**config.mk**
```make
export PLATFORM = sky130hd
export DESIGN_NAME = irq_aggregator
export DESIGN_NICKNAME = d
export VERILOG_FILES = /design/src/rtl/irqagg_pkg.sv /design/src/rtl/irqagg_ctrl.sv /design/src/rtl/irqagg_datapath.sv /design/src/rtl/irq_aggregator.sv
export SDC_FILE = /design/constraint.sdc
export NUM_CORES = 1
export LEC_CHECK = 0
export BUFFER_PORTS_ARGS = -buffer_cell sky130_fd_sc_hd__buf_2
export CORE_MARGIN = 3
export CORE_UTILIZATION = 52
export DETAILED_ROUTE_END_ITERATION = 7
export PLACE_DENSITY = 0.95
export SLEW_MARGIN = 20
export SYNTH_ARGS = -nofsm -noshare
export SYNTH_HDL_FRONTEND = slang
export SYNTH_SLANG_ARGS = --single-unit
export TNS_END_PERCENT = 5
```
**constraint.sdc**
```tcl
create_clock -name clk -period 2.4 [get_ports clk]
set_input_delay 0.24 -clock clk [delete_from_list [all_inputs] [get_ports clk]]
set_output_delay 0.24 -clock clk [all_outputs]
set_load 0.02 [all_outputs]
```
**src/rtl/irqagg_pkg.sv**
```systemverilog
package irqagg_pkg;
  localparam int NSRC   = 6;
  localparam int ADDR_W = 16;
  localparam int DATA_W = 8;
  localparam int SEL_W  = 4;

  localparam int SRC_SAMPLE = 0;
  localparam int SRC_FRAME  = 1;
  localparam int SRC_LINE   = 2;
  localparam int SRC_EXT    = 3;
  localparam int SRC_TIMER  = 4;
  localparam int SRC_DISK   = 5;

  localparam logic [ADDR_W-1:0] A_SAMPLE_CTL = 16'h4010;
  localparam logic [ADDR_W-1:0] A_STATUS     = 16'h4015;
  localparam logic [ADDR_W-1:0] A_FRAME_CTL  = 16'h4017;
  localparam logic [ADDR_W-1:0] A_LINE_OFF   = 16'hE000;
  localparam logic [ADDR_W-1:0] A_LINE_ON    = 16'hE001;
  localparam logic [ADDR_W-1:0] A_EXT        = 16'h5204;
  localparam logic [ADDR_W-1:0] A_CMD        = 16'h8000;
  localparam logic [ADDR_W-1:0] A_DATA       = 16'hA000;
  localparam logic [ADDR_W-1:0] A_DISK_CTL   = 16'h4022;
  localparam logic [ADDR_W-1:0] A_DISK_STAT  = 16'h4030;
  localparam logic [SEL_W-1:0]  TIMER_SEL    = 4'd13;

  typedef struct packed {
    logic [NSRC-1:0] en;
    logic [NSRC-1:0] dis;
    logic [NSRC-1:0] ack;
  } strobes_t;
endpackage

```
**src/rtl/irqagg_ctrl.sv**
```systemverilog
module irqagg_ctrl
  import irqagg_pkg::*;
(
  input  logic              clk,
  input  logic              rstN,
  input  logic [ADDR_W-1:0] busAddr,
  input  logic [DATA_W-1:0] busWrData,
  input  logic              busWr,
  input  logic              busRd,
  output strobes_t          strobes
);
  logic [SEL_W-1:0] selReg;
  logic wrSample, wrStatus, wrFrame, wrLineOff, wrLineOn, wrExt, wrDisk;
  logic rdStatus, rdExt, rdDisk, wrTimer;

  always_ff @(posedge clk or negedge rstN) begin
    if (!rstN) selReg <= '0;
    else if (busWr && busAddr == A_CMD) selReg <= busWrData[SEL_W-1:0];
  end

  always_comb begin
    wrSample  = busWr && busAddr == A_SAMPLE_CTL;
    wrStatus  = busWr && busAddr == A_STATUS;
    wrFrame   = busWr && busAddr == A_FRAME_CTL;
    wrLineOff = busWr && busAddr == A_LINE_OFF;
    wrLineOn  = busWr && busAddr == A_LINE_ON;
    wrExt     = busWr && busAddr == A_EXT;
    wrDisk    = busWr && busAddr == A_DISK_CTL;
    wrTimer   = busWr && busAddr == A_DATA && selReg == TIMER_SEL;
    rdStatus  = busRd && busAddr == A_STATUS;
    rdExt     = busRd && busAddr == A_EXT;
    rdDisk    = busRd && busAddr == A_DISK_STAT;

    strobes = '0;
    strobes.en[SRC_SAMPLE]  = wrSample && busWrData[7];
    strobes.dis[SRC_SAMPLE] = wrSample && !busWrData[7];
    strobes.ack[SRC_SAMPLE] = wrStatus;

    strobes.en[SRC_FRAME]   = wrFrame && busWrData[7:6] == 2'b00;
    strobes.dis[SRC_FRAME]  = wrFrame && busWrData[7:6] != 2'b00;
    strobes.ack[SRC_FRAME]  = rdStatus;

    strobes.en[SRC_LINE]    = wrLineOn;
    strobes.dis[SRC_LINE]   = wrLineOff;

    strobes.en[SRC_EXT]     = wrExt && busWrData == 8'h80;
    strobes.dis[SRC_EXT]    = wrExt && busWrData == 8'h00;
    strobes.ack[SRC_EXT]    = rdExt;

    strobes.en[SRC_TIMER]   = wrTimer && busWrData == 8'h81;
    strobes.dis[SRC_TIMER]  = wrTimer && !busWrData[0];
    strobes.ack[SRC_TIMER]  = wrTimer;

    strobes.en[SRC_DISK]    = wrDisk && busWrData == 8'h02;
    strobes.dis[SRC_DISK]   = wrDisk && busWrData == 8'h00;
    strobes.ack[SRC_DISK]   = rdDisk;
  end
endmodule

```
**src/rtl/irqagg_datapath.sv**
```systemverilog
module irqagg_datapath
  import irqagg_pkg::*;
(
  input  logic            clk,
  input  logic            rstN,
  input  strobes_t        strobes,
  input  logic [NSRC-1:0] evtPulse,
  output logic [NSRC-1:0] srcIrqN
);
  logic [NSRC-1:0] enReg, pendReg, enNext, pendNext;

  for (genvar i = 0; i < NSRC; i++) begin : g_src
    always_comb begin
      enNext[i] = strobes.dis[i] ? 1'b0 : (strobes.en[i] ? 1'b1 : enReg[i]);
      if (strobes.dis[i])            pendNext[i] = 1'b0;  // disable clears
      else if (evtPulse[i] && enNext[i]) pendNext[i] = 1'b1;  // event beats ack
      else if (strobes.ack[i])       pendNext[i] = 1'b0;
      else                           pendNext[i] = pendReg[i];
    end

    always_ff @(posedge clk or negedge rstN) begin
      if (!rstN) begin
        enReg[i]   <= 1'b0;
        pendReg[i] <= 1'b0;
      end else begin
        enReg[i]   <= enNext[i];
        pendReg[i] <= pendNext[i];
      end
    end

    assign srcIrqN[i] = ~(enReg[i] & pendReg[i]);
  end
endmodule

```
**src/rtl/irq_aggregator.sv**
```systemverilog
module irq_aggregator
  import irqagg_pkg::*;
(
  input  logic              clk,
  input  logic              rstN,
  input  logic [ADDR_W-1:0] busAddr,
  input  logic [DATA_W-1:0] busWrData,
  input  logic              busWr,
  input  logic              busRd,
  input  logic [NSRC-1:0]   evtPulse,
  output logic [NSRC-1:0]   srcIrqN,
  output logic              irqN
);
  strobes_t strobes;

  irqagg_ctrl u_ctrl (
    .clk(clk), .rstN(rstN), .busAddr(busAddr), .busWrData(busWrData),
    .busWr(busWr), .busRd(busRd), .strobes(strobes)
  );

  irqagg_datapath u_dp (
    .clk(clk), .rstN(rstN), .strobes(strobes), .evtPulse(evtPulse),
    .srcIrqN(srcIrqN)
  );

  // wired-OR of active-low requests
  assign irqN = &srcIrqN;
endmodule

```
==> metrics.cfg, run 1 <==
[setup_path]
crit_required_ns = 2.59
r2r_cells = 4
end_kind = flop
crit_path_max_fanout = 3
cp-start-kind = flop
rr_endpoint = u_dp.pendReg[4]$_DFFE_PN0P_
cp-endpoint = u_dp.pendReg[4]$_DFFE_PN0P_
r2r_start = u_ctrl.selReg[1]$_DFFE_PN0P_
r2r_setup_slack_ns = 0.84
critPathLaunch = u_ctrl.selReg[1]$_DFFE_PN0P_
arrival_ns = 1.74
critPathKind = reg -> reg

[logic_synthesis]
synthArstFlopShare = 1.00
ys_seq_area_frac = 0.374
yosysWarnings = 0
syn_inst = 113
ys_seq_elements = 16
synth_cell_types = 39
synthesis.nets = 147
synthFlopType = dfrtp_1
syn_avg_cell_area_um2 = 9.48
synthesis.area_mm2 = 0.00107
synth_edf_count = 0

[pwr]
combPwrFrac = 0.147
power_leakage_nw = 0.607
peakVddDrop_v = 0.000353
p_clk_frac = 0.345
power.switching_mw = 0.136
switching_share = 0.257
p_int_mw = 0.394
seq_power_share = 0.508
powerDensity_mw_per_mm2 = 393

[floorplan]
die_width_um = 51.4
die_y_um = 51.4
die_area_mm2 = 0.00264
ioPinCount = 41
start_util = 0.582
coreArea_mm2 = 0.00184
num_rows = 15

[run]
drv_cap = 0

[place]
dp_hpwl_mm = 2.32
gp_congestion = 0.916
port_buffers = 40

[sta]
max_freq_mhz = 642
min_period_ns = 1.56
relSlewSlack = 0.736
worstMarginPinSlew_ns = 0.393
setup_viol = 0
slew_viol_final = 0
hold_violations = 0
setup_tns_ns = 0
fin_skew_ns = 0.00921
fin_crit_sh = 0.649
holdWs_ns = 0.183
rsz0062_at_grt = false

[clock_tree]
cts_resized = 0
path_clk_slew_ns = 0.09
clk_latency_ns = 0.29
h-tree-depth = 1
max-clock-path-buffers = 2
cts_num_sinks = 16
postCtsSetupBuffers = 0
cts_root_buf = clkbuf_4
cts_tree = built
numCtsBuffers = 3
hold_buffers = 1

[global_route]
grt_max_degree = 17
grt.total_usage = 0.234
antenna_found_initial = 0
grt_pass1_wl_mm = 4.64
grt_pass1_vias = 1086
gr-total-overflow = 0

[route]
drtIter0Drc = 29
postRouteWirelength_mm = 2.92
ant_nets = 0
vias = 1145
first_pass_iters = 4
wl_per_cell_um = 16.0
via_per_inst = 6.26
drc = 0

[layout]
nets = 193
multi_input_area_um2 = 656
synthToLayoutAreaGrowth_pct = 25.9
fill_cells = 145
antennaDiodeCount = 0
seq_area_um2 = 400
mostFrequentLayoutCells = buf_2 (40), nand2_1 (19), dfrtp_1 (16), mux2_2 (8)
drive_gt1_frac = 0.373
final_common_cell = buf_2

[outcome]
status = completed

[worst_hold_path]
hold_path.class = in -> reg

[stage by stage]
stage	cell area (µm²)	total power [mW]	util	setup WS [ns]	cells
2_1_floorplan	1070	0.296	-	0.878	113
3_3_place_gp	1300	0.346	0.708	0.662	178
3_5_place_dp	1300	0.349	0.708	0.583	178
4_1_cts	1350	0.530	0.733	0.854	183
5_1_grt	1350	0.552	0.733	0.792	183
6_report	1350	0.531	0.733	0.842	183
[registers in the layout, indices dropped and copies added, names as in the netlist]
signal         count
u_ctrl.selReg      4
u_dp.pendReg       6
u_dp.enReg         6
[cell usage after synthesis, drive strengths merged, types with 4 or more instances]
master / number / area share
nand4: 5 / 0.029
dfrtp: 16 / 0.37
mux2: 8 / 0.084
nand2: 19 / 0.067
nor3: 6 / 0.028
inv: 4 / 0.014
nor2: 6 / 0.021
[power by group through the flow]
stage | Clock (mW) | Combinational, mW | Sequential, mW
final | 0.183 | 0.0780 | 0.270
after global routing | 0.199 | 0.0836 | 0.270
after CTS | 0.185 | 0.0762 | 0.270
after detailed placement | 0 | 0.0739 | 0.275
after global placement | 0 | 0.0709 | 0.275
after floorplan | 0 | 0.0208 | 0.275
[per-layer routing]
metal / share of wire / wire (µm) / vias up / GRT usage
met4: 0.033 / 95 / 0 / 0.122
met2: 0.47 / 1380 / 56 / 0.383
met3: 0.089 / 259 / 15 / 0.0466
met1: 0.41 / 1190 / 550 / 0.288
li1: - / - / 524 / -
met5: 0 / 0 / - / 0
[logic make-up after synthesis]
family,Yosys count,share of synthesized area
compound gates,18,0.133
buf+inv,4,0.0140
flops,16,0.374
mux,8,0.0841
simple gates,67,0.395
[layout make-up]
cell class	instances	share of cell area
inverter	4	0.0111
timing repair buffer	41	0.156
tap	25	0.0232
clock buffer	4	0.0269
sequential	16	0.297
multi-input combinational	93	0.486
[worst max-delay path, cell delays in order, from the launching register on]
cell	delay, ns
dfrtp_1	0.38
and4b_1	0.25
nand3_1	0.14
or4_1	0.46
a31o_1	0.23
[how the worst min path moves through the flow]
stage / startpoint / to / slack (ns) / depth (start not counted)
finish: evtPulse[4] / u_dp.pendReg[4]$_DFFE_PN0P_ / 0.18 / 2
global route: evtPulse[4] / u_dp.pendReg[4]$_DFFE_PN0P_ / 0.17 / 2
CTS: evtPulse[4] / u_dp.pendReg[4]$_DFFE_PN0P_ / 0.18 / 2
detailed placement: rstN / u_dp.pendReg[4]$_DFFE_PN0P_ / 0.17 / 1
global placement: rstN / u_dp.enReg[4]$_DFF_PN0_ / 0.17 / 1
floorplan: rstN / u_ctrl.selReg[0]$_DFFE_PN0P_ / -0.06 / 0
Note: power is estimated with default switching activity, not from simulation.
==> run 2: changes to the inputs <==
--- a/config.mk
+++ b/config.mk
@@ -7,9 +7,9 @@
 export LEC_CHECK = 0
 export BUFFER_PORTS_ARGS = -buffer_cell sky130_fd_sc_hd__buf_2
 export CORE_MARGIN = 3
-export CORE_UTILIZATION = 52
+export CORE_UTILIZATION = 48
 export DETAILED_ROUTE_END_ITERATION = 7
-export PLACE_DENSITY = 0.95
+export PLACE_DENSITY = 0.9
 export SLEW_MARGIN = 20
 export SYNTH_ARGS = -nofsm -noshare
 export SYNTH_HDL_FRONTEND = slang
==> constraint.sdc (replaced) <==
create_clock -name clk -period 1.61 [get_ports clk]
set_input_delay 0.161 -clock clk [delete_from_list [all_inputs] [get_ports clk]]
set_output_delay 0.161 -clock clk [all_outputs]
set_load 0.02 [all_outputs]
==> run 2 against run 1 <==
  * Wire length up 1.8%
  * Critical endpoint unchanged
  * Power up 41%
  * Largest cell class unchanged
  * Cell area up 5.8%
  * Clock-buffer cell count down 1
  * Maximum frequency up 5.7%
  * Combinational power up 67%
  * Cell count up 7.1%
  * Non-clock buffer count up 12
  * Worst hold slack worse by 0.093 ns
  * First-iteration DRC count up 130%
  * Register-to-register slack worse by 0.71 ns
  * Sequential share of layout area down 1.6 points
==> metrics.cfg, run 2 (synthesis results as in run 1) <==
[setup_path]
arrival_ns = 1.66
crit_required_ns = 1.80
critPathKind = reg -> reg
slowest_delay_ns = 0.43
path_cells = and4b_1 -> nand3_1 -> or4_1 -> a31o_1
slowest_stage = or4_1
r2r_start = u_ctrl.selReg[1]$_DFFE_PN0P_
cp-start-kind = flop
rr_endpoint = u_dp.pendReg[4]$_DFFE_PN0P_
end_kind = flop
cp-endpoint = u_dp.pendReg[4]$_DFFE_PN0P_
r2r_setup_slack_ns = 0.14
crit_path_max_fanout = 2
r2r_cells = 4
critPathLaunch = u_ctrl.selReg[1]$_DFFE_PN0P_

[floorplan]
num_rows = 16
ioPinCount = 41
start_util = 0.525
die_width_um = 53.2
die_area_mm2 = 0.00283
die_y_um = 53.2
coreArea_mm2 = 0.00204

[sta]
fin_skew_ns = 0.00511
slew_viol_final = 0
fin_crit_sh = 0.915
worstMarginPinSlew_ns = 0.406
relSlewSlack = 0.725
hold_violations = 0
setup_viol = 0
holdWs_ns = 0.0908
min_period_ns = 1.47
fin_ws_ns = 0.137
max_freq_mhz = 679
rsz0062_at_grt = false

[clock_tree]
max-clock-path-buffers = 2
path_clk_slew_ns = 0.10
hold_buffers = 1
cts_tree = built
cts_num_sinks = 16
numCtsBuffers = 3
clk_latency_ns = 0.29
h-tree-depth = 1
postCtsSetupBuffers = 0
cts_root_buf = clkbuf_4
cts_resized = 0

[route]
ant_nets = 0
wl_per_cell_um = 15.2
postRouteWirelength_mm = 2.98
via_per_inst = 6.03
drtIter0Drc = 66
vias = 1181
first_pass_iters = 4
drc = 0

[global_route]
grt_pass1_wl_mm = 4.93
antenna_found_initial = 0
grt.total_usage = 0.239
grt_max_degree = 17
grt_pass1_vias = 1129
gr-total-overflow = 0

[layout]
largestRegisters = u_dp.enReg: 6 flops, u_dp.pendReg: 6 flops, u_ctrl.selReg: 4 flops
nets = 205
final_common_cell = buf_2
drive_gt1_frac = 0.414
antennaDiodeCount = 0
fill_cells = 169
seq_area_um2 = 400
finalInstanceArea_mm2 = 0.00143
multi_input_area_um2 = 656
synthToLayoutAreaGrowth_pct = 33.3
mostFrequentLayoutCells = buf_2 (40), nand2_1 (19), dfrtp_1 (16), buf_4 (12), mux2_2 (8)

[outcome]
status = completed

[pwr]
power_leakage_nw = 0.657
p_int_mw = 0.548
seq_power_share = 0.536
finalPower_mw = 0.750
switching_share = 0.269
powerDensity_mw_per_mm2 = 525
combPwrFrac = 0.174
power.switching_mw = 0.202
peakVddDrop_v = 0.000547
p_clk_frac = 0.290

[place]
gp_congestion = 0.970
post-place-ws_ns = -0.0630
placed_area_mm2 = 0.00140
dp_hpwl_mm = 2.44
port_buffers = 40

[run]
drv_cap = 0

[worst_hold_path]
hold_path.class = in -> reg
hold_depth = 2

-- run 2: changes by cell type in the layout (fill, tap and decap cells not counted), sizes merged --
cell	delta
buf	+12
clkbuf	-1
-- run 2: through the flow --
| stage | TNS [ns] | utilization | std cells |
|---|---|---|---|
| floorplan | 0 | - | 113 |
| global placement | -0.00770 | 0.683 | 192 |
| detailed placement | -0.0630 | 0.683 | 192 |
| CTS | 0 | 0.699 | 196 |
| global route | 0 | 0.699 | 196 |
| finish | 0 | 0.699 | 196 |
-- run 2: worst min path at each step --
stage | slack [ns] | startpoint | to
2_1_floorplan | -0.13 | rstN | u_ctrl.selReg[0]$_DFFE_PN0P_
3_3_place_gp | 0.09 | rstN | u_ctrl.selReg[3]$_DFFE_PN0P_
3_5_place_dp | 0.09 | rstN | u_ctrl.selReg[2]$_DFFE_PN0P_
4_1_cts | 0.1 | evtPulse[4] | u_dp.pendReg[4]$_DFFE_PN0P_
5_1_grt | 0.11 | evtPulse[4] | u_dp.pendReg[4]$_DFFE_PN0P_
6_report | 0.09 | evtPulse[4] | u_dp.pendReg[4]$_DFFE_PN0P_
-- run 2: metal layers --
| layer | vias up | wire length [µm] | global-route usage |
|---|---|---|---|
| li1 | 550 | - | - |
| met1 | 521 | 1190 | 0.302 |
| met2 | 86 | 1380 | 0.406 |
| met3 | 24 | 276 | 0.0366 |
| met4 | 0 | 129 | 0.0894 |
| met5 | - | 0 | 0 |
-- run 2: layout make-up --
class	count	area share
timing repair buffer	53	0.210
multi-input combinational	93	0.459
clock buffer	3	0.0158
sequential	16	0.280
tap	27	0.0237
inverter	4	0.0105
-- run 2: power by group through the flow --
stage / logic [mW] / clock network [mW] / registers, mW
detailed placement: 0.124 / 0 / 0.410
floorplan: 0.0310 / 0 / 0.410
CTS: 0.127 / 0.217 / 0.402
global route: 0.141 / 0.234 / 0.402
global placement: 0.120 / 0 / 0.410
finish: 0.130 / 0.218 / 0.402
-- run 2: worst max-delay path, delay by kind of cell, from the launching register on --
family          cells  cell delay (ns)
compound gates      1             0.23
simple gates        3             0.76
flops               1             0.38
==> run 3: changes to the inputs <==
--- a/config.mk
+++ b/config.mk
@@ -6,7 +6,7 @@
 export NUM_CORES = 1
 export LEC_CHECK = 0
 export BUFFER_PORTS_ARGS = -buffer_cell sky130_fd_sc_hd__buf_2
-export CORE_MARGIN = 3
+export CORE_MARGIN = 10
 export CORE_UTILIZATION = 48
 export DETAILED_ROUTE_END_ITERATION = 7
 export PLACE_DENSITY = 0.9
==> run 3 against run 2 <==
  * Clock power about the same
  * Non-clock buffer count up 1
  * Register-to-register slack worse by 0.06 ns
  * Critical path type unchanged
  * Power about the same
  * Maximum frequency down 4.0%
  * Critical path depth unchanged
  * Global-route usage down 8.5 points
  * Wire length up 12%
  * Core utilization down 3.7 points
  * Cell area up 0.61%
  * First-iteration DRC count up 11%
==> metrics.cfg, run 3 (synthesis results as in run 1) <==
[outcome]
status = completed

[place]
placed_area_mm2 = 0.00140
placedCellCount = 194
dp_hpwl_mm = 2.74
post-place-ws_ns = -0.0137
port_buffers = 40
gp_congestion = 0.974

[pwr]
finalPower_mw = 0.750
powerDensity_mw_per_mm2 = 522
power_leakage_nw = 0.661
peakVddDrop_v = 0.000365

[clock_tree]
cts_tree = built
clk_latency_ns = 0.29
numCtsBuffers = 3
h-tree-depth = 1
cts_resized = 0
path_clk_slew_ns = 0.09
max-clock-path-buffers = 2
cts_num_sinks = 16
cts_root_buf = clkbuf_4

[setup_path]
cp-start-kind = flop
r2r_cells = 4
critPathKind = reg -> reg
rr_endpoint = u_dp.pendReg[4]$_DFFE_PN0P_
crit_path_max_fanout = 2
arrival_ns = 1.72
r2r_start = u_ctrl.selReg[1]$_DFFE_PN0P_
critPathLaunch = u_ctrl.selReg[1]$_DFFE_PN0P_
end_kind = flop
cp-endpoint = u_dp.pendReg[4]$_DFFE_PN0P_
r2r_setup_slack_ns = 0.08
crit_required_ns = 1.80

[layout]
synthToLayoutAreaGrowth_pct = 34.1
nets = 206
antennaDiodeCount = 0
fin_util = 0.662
finalInstanceArea_mm2 = 0.00144
fill_cells = 204
drive_gt1_frac = 0.418
fin_cells = 198
final_common_cell = buf_2
mostFrequentLayoutCells = buf_2 (40), nand2_1 (19), dfrtp_1 (16), buf_4 (13), mux2_2 (8)
largestRegisters = u_dp.enReg: 6 flops, u_dp.pendReg: 6 flops, u_ctrl.selReg: 4 flops

[route]
drtIter0Drc = 73
first_pass_iters = 4
drc = 0
via_per_inst = 6.02
postRouteWirelength_mm = 3.32
ant_nets = 0
vias = 1191
wl_per_cell_um = 16.8

[sta]
setup_viol = 0
slew_viol_final = 0
setup_tns_ns = 0
fin_skew_ns = 0.000613
hold_violations = 0
worstMarginPinSlew_ns = 0.422
rsz0062_at_grt = false
fin_ws_ns = 0.0756
max_freq_mhz = 652
relSlewSlack = 0.714
fin_crit_sh = 0.953
min_period_ns = 1.53
holdWs_ns = 0.0929

[floorplan]
ioPinCount = 41
die_area_mm2 = 0.00452
start_util = 0.494
die_y_um = 67.2
coreArea_mm2 = 0.00217
num_rows = 17
die_width_um = 67.2

[global_route]
grt_pass1_vias = 1272
grt.total_usage = 0.154
antenna_found_initial = 0
grt_pass1_wl_mm = 5.47
grt_max_degree = 17
gr-total-overflow = 0

[run]
drv_cap = 0

[worst_hold_path]
hold_path.class = in -> reg

==> run 3: cell types whose count changed in the layout (fill, tap and decap cells not counted), sizes merged <==
| cell | previous run | this run |
|---|---|---|
| buf | 52 | 53 |
==> run 3: layer usage <==
metal	vias to the layer above	GRT usage	wire, µm
met1	558	0.167	1280
met3	11	0.0496	364
met2	70	0.267	1600
met4	0	0.0718	76
met5	-	0	0
li1	552	-	-
==> run 3: worst min path at each step <==
stage,start,end,cells past startpoint
after floorplan,rstN,u_ctrl.selReg[0]$_DFFE_PN0P_,0
after global placement,rstN,u_dp.enReg[0]$_DFF_PN0_,1
after detailed placement,rstN,u_dp.enReg[0]$_DFF_PN0_,1
after CTS,evtPulse[4],u_dp.pendReg[4]$_DFFE_PN0P_,2
after global routing,evtPulse[4],u_dp.pendReg[4]$_DFFE_PN0P_,2
final,evtPulse[4],u_dp.pendReg[4]$_DFFE_PN0P_,2
==> run 3: layout make-up <==
| type | instances | area (µm²) | share of cell area |
|---|---|---|---|
| flip-flops and latches | 16 | 400 | 0.279 |
| well taps | 28 | 35.0 | 0.0244 |
| repair buffers | 54 | 308 | 0.214 |
| clock buffers | 3 | 22.5 | 0.0157 |
| inverters | 4 | 15.0 | 0.0105 |
| multi-input cells | 93 | 656 | 0.456 |
==> run 3: power by group <==
part	internal (mW)	leakage, nW	switching (mW)
registers	0.402	0.213	0.000163
logic	0.0609	0.434	0.0707
clock network	0.0870	0.0138	0.130
total	0.550	0.661	0.200
==> run 3: worst max-delay path, stage by stage, from the launching register on <==
cell     delay [ns]
dfrtp_1        0.39
and4b_1        0.27
nand3_1        0.12
or4_1          0.43
a31o_1         0.23
==> run 3: timing repair <==
| item | CTS | global route |
|---|---|---|
| hold endpoints to repair | 16 | 0 |
| hold buffers | 1 | 0 |
| setup buffers | 0 | 0 |
